===== src/rtl/cpwm_pkg.sv =====
package cpwm_pkg;

    localparam int DEAD_W = 8;

    typedef enum logic [2:0] {
        ST_OFF    = 3'd0,
        ST_LO_ON  = 3'd1,
        ST_GAP_HI = 3'd2,
        ST_HI_ON  = 3'd3,
        ST_GAP_LO = 3'd4
    } drv_state_e;

endpackage


===== src/rtl/cpwm_gap_counter.sv =====
module cpwm_gap_counter #(
    parameter int W = 8
) (
    input  logic         clk,
    input  logic         rst_n,
    input  logic         load,
    input  logic [W-1:0] load_val,
    input  logic         step,
    output logic         last
);
    localparam logic [W-1:0] ONE = W'(1);

    logic [W-1:0] cnt_q;

    // Loaded at gap start, so a later change of the gap input cannot move it.
    always_ff @(posedge clk or negedge rst_n) begin
        if (!rst_n) begin
            cnt_q <= '0;
        end else if (load) begin
            cnt_q <= load_val;
        end else if (step && (cnt_q != '0)) begin
            cnt_q <= cnt_q - ONE;
        end
    end

    assign last = (cnt_q == ONE);

endmodule


===== src/rtl/cpwm_drive_fsm.sv =====
module cpwm_drive_fsm
    import cpwm_pkg::*;
#(
    parameter int W = 8
) (
    input  logic         clk,
    input  logic         rst_n,
    input  logic         raw,
    input  logic         pair,
    input  logic [W-1:0] gap_len,
    input  logic         gap_last,
    output logic         gap_load,
    output logic         gap_step,
    output logic         hi_on,
    output logic         lo_on
);
    drv_state_e cur_q, nxt;
    logic       zero_gap;

    assign zero_gap = (gap_len == '0);

    // Next-state and counter control.
    always_comb begin
        nxt      = cur_q;
        gap_load = 1'b0;
        gap_step = 1'b0;
        if (!pair) begin
            nxt = raw ? ST_HI_ON : ST_LO_ON;
        end else begin
            unique case (cur_q)
                ST_OFF: begin
                    if (raw) begin
                        nxt      = zero_gap ? ST_HI_ON : ST_GAP_HI;
                        gap_load = !zero_gap;
                    end else begin
                        nxt      = zero_gap ? ST_LO_ON : ST_GAP_LO;
                        gap_load = !zero_gap;
                    end
                end
                ST_LO_ON: begin
                    if (raw) begin
                        nxt      = zero_gap ? ST_HI_ON : ST_GAP_HI;
                        gap_load = !zero_gap;
                    end
                end
                ST_HI_ON: begin
                    if (!raw) begin
                        nxt      = zero_gap ? ST_LO_ON : ST_GAP_LO;
                        gap_load = !zero_gap;
                    end
                end
                ST_GAP_HI: begin
                    if (!raw) begin
                        nxt      = zero_gap ? ST_LO_ON : ST_GAP_LO;
                        gap_load = !zero_gap;
                    end else if (gap_last) begin
                        nxt = ST_HI_ON;
                    end else begin
                        gap_step = 1'b1;
                    end
                end
                ST_GAP_LO: begin
                    if (raw) begin
                        nxt      = zero_gap ? ST_HI_ON : ST_GAP_HI;
                        gap_load = !zero_gap;
                    end else if (gap_last) begin
                        nxt = ST_LO_ON;
                    end else begin
                        gap_step = 1'b1;
                    end
                end
                default: begin
                    nxt = ST_OFF;
                end
            endcase
        end
    end

    // State register.
    always_ff @(posedge clk or negedge rst_n) begin
        if (!rst_n) begin
            cur_q <= ST_OFF;
        end else begin
            cur_q <= nxt;
        end
    end

    // Output decode: a drive is on only in its own on state.
    always_comb begin
        hi_on = 1'b0;
        lo_on = 1'b0;
        unique case (cur_q)
            ST_HI_ON: hi_on = 1'b1;
            ST_LO_ON: lo_on = 1'b1;
            default: begin
                hi_on = 1'b0;
                lo_on = 1'b0;
            end
        endcase
    end

endmodule


===== src/rtl/cpwm_deadtime.sv =====
module cpwm_deadtime
    import cpwm_pkg::*;
(
    input  logic              clk,
    input  logic              rst_n,
    input  logic              pwm_raw,
    input  logic              pair_en,
    input  logic [DEAD_W-1:0] dead_cycles,
    output logic              drive_hi,
    output logic              drive_lo
);
    logic gap_load, gap_step, gap_last;

    cpwm_drive_fsm #(.W(DEAD_W)) i_fsm (
        .clk      (clk),
        .rst_n    (rst_n),
        .raw      (pwm_raw),
        .pair     (pair_en),
        .gap_len  (dead_cycles),
        .gap_last (gap_last),
        .gap_load (gap_load),
        .gap_step (gap_step),
        .hi_on    (drive_hi),
        .lo_on    (drive_lo)
    );

    cpwm_gap_counter #(.W(DEAD_W)) i_cnt (
        .clk      (clk),
        .rst_n    (rst_n),
        .load     (gap_load),
        .load_val (dead_cycles),
        .step     (gap_step),
        .last     (gap_last)
    );

endmodule


===== config.mk =====
export PLATFORM = sky130hd
export DESIGN_NAME = cpwm_deadtime
export DESIGN_NICKNAME = d
export VERILOG_FILES = /design/src/rtl/cpwm_pkg.sv /design/src/rtl/cpwm_gap_counter.sv /design/src/rtl/cpwm_drive_fsm.sv /design/src/rtl/cpwm_deadtime.sv
export SDC_FILE = /design/constraint.sdc
export NUM_CORES = 1
export LEC_CHECK = 0
export BUFFER_PORTS_ARGS = -buffer_cell sky130_fd_sc_hd__buf_2
export CORE_MARGIN = 2
export CORE_UTILIZATION = 33
export DETAILED_ROUTE_END_ITERATION = 12
export GPL_ROUTABILITY_DRIVEN = 0
export PLACE_DENSITY = 0.61
export REMOVE_ABC_BUFFERS = 1
export SYNTH_ARGS = -nofsm -noshare
export SYNTH_HDL_FRONTEND = slang
export SYNTH_HIERARCHICAL = 1
export SYNTH_SLANG_ARGS = --single-unit

===== constraint.sdc =====
create_clock -name clk -period 2.59 [get_ports clk]
set_clock_uncertainty 0.2 [all_clocks]
set_input_delay 0.1295 -clock clk [delete_from_list [all_inputs] [get_ports clk]]
set_output_delay 0.1295 -clock clk [all_outputs]
set_load 0.02 [all_outputs]

==> reports/metrics.cfg <==
[logic_synthesis]
yosys.area_share.simple_pct=35.1
syn_inst=97
synth_common_cells=15 x nand2_1, 11 x dfrtp_1, 7 x nor2_1
synth_compound_area_share_pct=24.3
netlist_area_um2=858
synth.area.mux_share_pct=0
synth-main-ff-cell=dfrtp_1
synthDistinctLibCells=38
async_reset_ff_share_pct=100
synth_top_area_share_pct=32.1
synthAdderAreaFrac_pct=4.37
post_synth.cell_area_avg_um2=8.85
yosys.area.top_type=dfrtp_1
synthXorXnorAreaFrac_pct=0
synth_enable_flop_cells=0
synth_top_cells_by_area=dfrtp_1 32%, nand2_1 6.6%, ha_1 4.4%
ys_seq_area_share_pct=32.1
ys_ff_latch=11
synth_most_common_cell=nand2_1
yosysWarnings=6
synth_top_family_by_area=simple AND/OR/NAND/NOR gates

[worst_setup_path]
reg2reg_depth=7
cp.arrival_ns=2.56
critPathTopFamily=simple AND/OR/NAND/NOR gates
cp_slowest_cell=or4_4
cp.depth=7
critPathMaxStageDelay_ns=0.57
path_class=register to register
path_max_fanout=3
critPathLaunchType=register
r2r_setup_slack_ns=0.04
critPathBufInv=0
path_cells=or4_4, nor4b_4, nor2b_4, a2bb2oi_2, o21ai_2, or4_1, nand2_1
reg2reg_to=i_fsm/cur_q[2]
critPathRequiredTime_ns=2.60
rr_startpoint=i_cnt/cnt_q[3]
cp-end-kind=register

[detailed_routing]
wirelength_um=2370
detail_route.wl_per_cell_um=13.9
ant_nets=0
vias=946
drc=0
first_iter_violations=17
drtPass1Iterations=4
viasPerCell=5.53

[pwr]
power_switching_share_pct=36.9
p_sw_mw=0.242
clock_power_share_pct=18.7
p_comb_share_pct=44.9
finalPower_mw=0.656
power_frac_seq_pct=36.4
p_leak_nw=0.535
max-vdd-ir-drop_mv=0.276
p_int_mw=0.414
powerDensity_nw_per_um2=513

[clock_tree]
cts_sinks=11
cts_tree=yes
cts_max_level=1
cts.root.buffer_cell=clkbuf_4
numCtsBuffers=3
clk_latency_ns=0.27
path_clk_slew_ns=0.08
clock_path_buffers=2

[timing]
period_share_pct=98.6
slew_headroom_pct=73.3
final_max_slew_viol_count=0
final.setup.tns_ns=0
finalHoldViolations=0
hold_slack_ns=0.0590
rsz0062_at_grt=yes
worst_pin_slew_ns=0.397
fmax_mhz=391
finalSetupViolCount=0
finalWorstPathRequiredPeriod_ns=2.55

[hold_path]
hold_path_class=input pin to asynchronous set/reset pin

[flow_run]
max-cap-violations=0

[final_layout]
final-seq-area_um2=275
nFillCells=250
syn2layout_area_growth_pct=48.8
multiInputGateArea_um2=604
fin_area_um2=1280
fin_nets=157
drive_gt1_share_pct=36.2
num_antenna_cells=0

[global_routing]
grt_pass1_vias=915
top_usage_layer=met2
met2_usage_pct=32.9
grt_util_met3_pct=2.42
grt_overflow_total=0
grt_pass1_wl_um=3850
grt_max_degree=12
grt_use_total_pct=18.0
grtUsageMet1_pct=20.6
antenna_found_initial=0

[placed_design]
place_hpwl_um=1760
postPlaceCellArea_um2=1080
io_buffer_count=13

[die]
ios=14
fp.dieW_um=55
die_y_um=55
die_area_um2=3030
start_util_pct=34.6
coreArea_um2=2480
num_rows=18

[outcome]
status=finished clean

## what timing repair did
| action | 4_1_cts | 5_1_grt |
|---|---|---|
| pin swaps | 3 | 1 |
| hold buffers | 10 | 0 |
| endpoints found under the hold margin | 21 | 0 |
| endpoints found under the setup margin | 7 | 4 |
| setup buffers | 2 | 0 |
| resized for setup | 6 | 4 |
## cell families after synthesis
logic type / count (synthesis)
compound gates: 28
fa+ha+maj: 3
buf+inv: 7
flops: 11
simple gates: 48
## area by class of cell
class | instances | share of cell area, %
Clock buffer | 4 | 2.06
Sequential cell | 11 | 21.5
Tap cell | 30 | 2.94
Timing Repair Buffer | 44 | 25.3
Inverter | 3 | 0.881
Multi-Input combinational cell | 79 | 47.3
## power by group through the flow
stage / combinational (mW) / clock, mW / sequential (mW)
4_1_cts: 0.286 / 0.127 / 0.237
5_1_grt: 0.325 / 0.137 / 0.245
2_1_floorplan: 0.122 / 0 / 0.247
3_3_place_gp: 0.253 / 0 / 0.233
6_report: 0.294 / 0.123 / 0.239
3_5_place_dp: 0.261 / 0 / 0.235
## stage by stage
stage	setup slack [ns]	utilization, %	std cells
finish	0.0351	51.6	171
global route	-0.0649	51.6	171
CTS	0.0175	50.7	171
detailed placement	-0.396	43.6	155
global placement	-0.288	43.6	155
floorplan	-0.239	-	93
## how the worst max path moves through the flow
stage	endpoint	startpoint
final	i_fsm/cur_q[2]	i_cnt/cnt_q[3]
after global routing	i_fsm/cur_q[2]	i_cnt/cnt_q[3]
after CTS	i_fsm/cur_q[2]	i_cnt/cnt_q[3]
after detailed placement	i_cnt/cnt_q[7]	i_fsm/cur_q[0]
after global placement	i_cnt/cnt_q[7]	i_fsm/cur_q[1]
after floorplan	i_cnt/cnt_q[7]	i_fsm/cur_q[0]
## per-layer routing
layer	routed length [um]	vias to the layer above
li1	-	466
met1	1060	444
met2	1170	32
met3	112	4
met4	28	0
met5	0	-
## flip-flops by register name, indices dropped and copies added (netlist names)
register	cells
i_fsm/cur_q	3
i_cnt/cnt_q	8
## placed cells by master, fill, tap and decap left out, types with 2 or more instances in the layout
cell | synthesis | final
nor2_1 | 7 | 7
o21ai_0 | 2 | 2
buf_2 | 0 | 13
a21boi_0 | 2 | 2
clkbuf_4 | 0 | 3
dfrtp_1 | 11 | 11
or4_1 | 4 | 3
nor4_1 | 3 | 3
ha_1 | 3 | 3
nor3b_1 | 4 | 3
nand2_1 | 15 | 15
nor4b_4 | 0 | 2
a2111o_1 | 3 | 3
dlygate4sd3_1 | 0 | 10
inv_1 | 3 | 3
o211ai_1 | 5 | 5
a21oi_1 | 5 | 5
buf_4 | 0 | 21
a31oi_1 | 3 | 3
or4b_4 | 0 | 2
No activity file was read; power rests on OpenSTA's default activity.
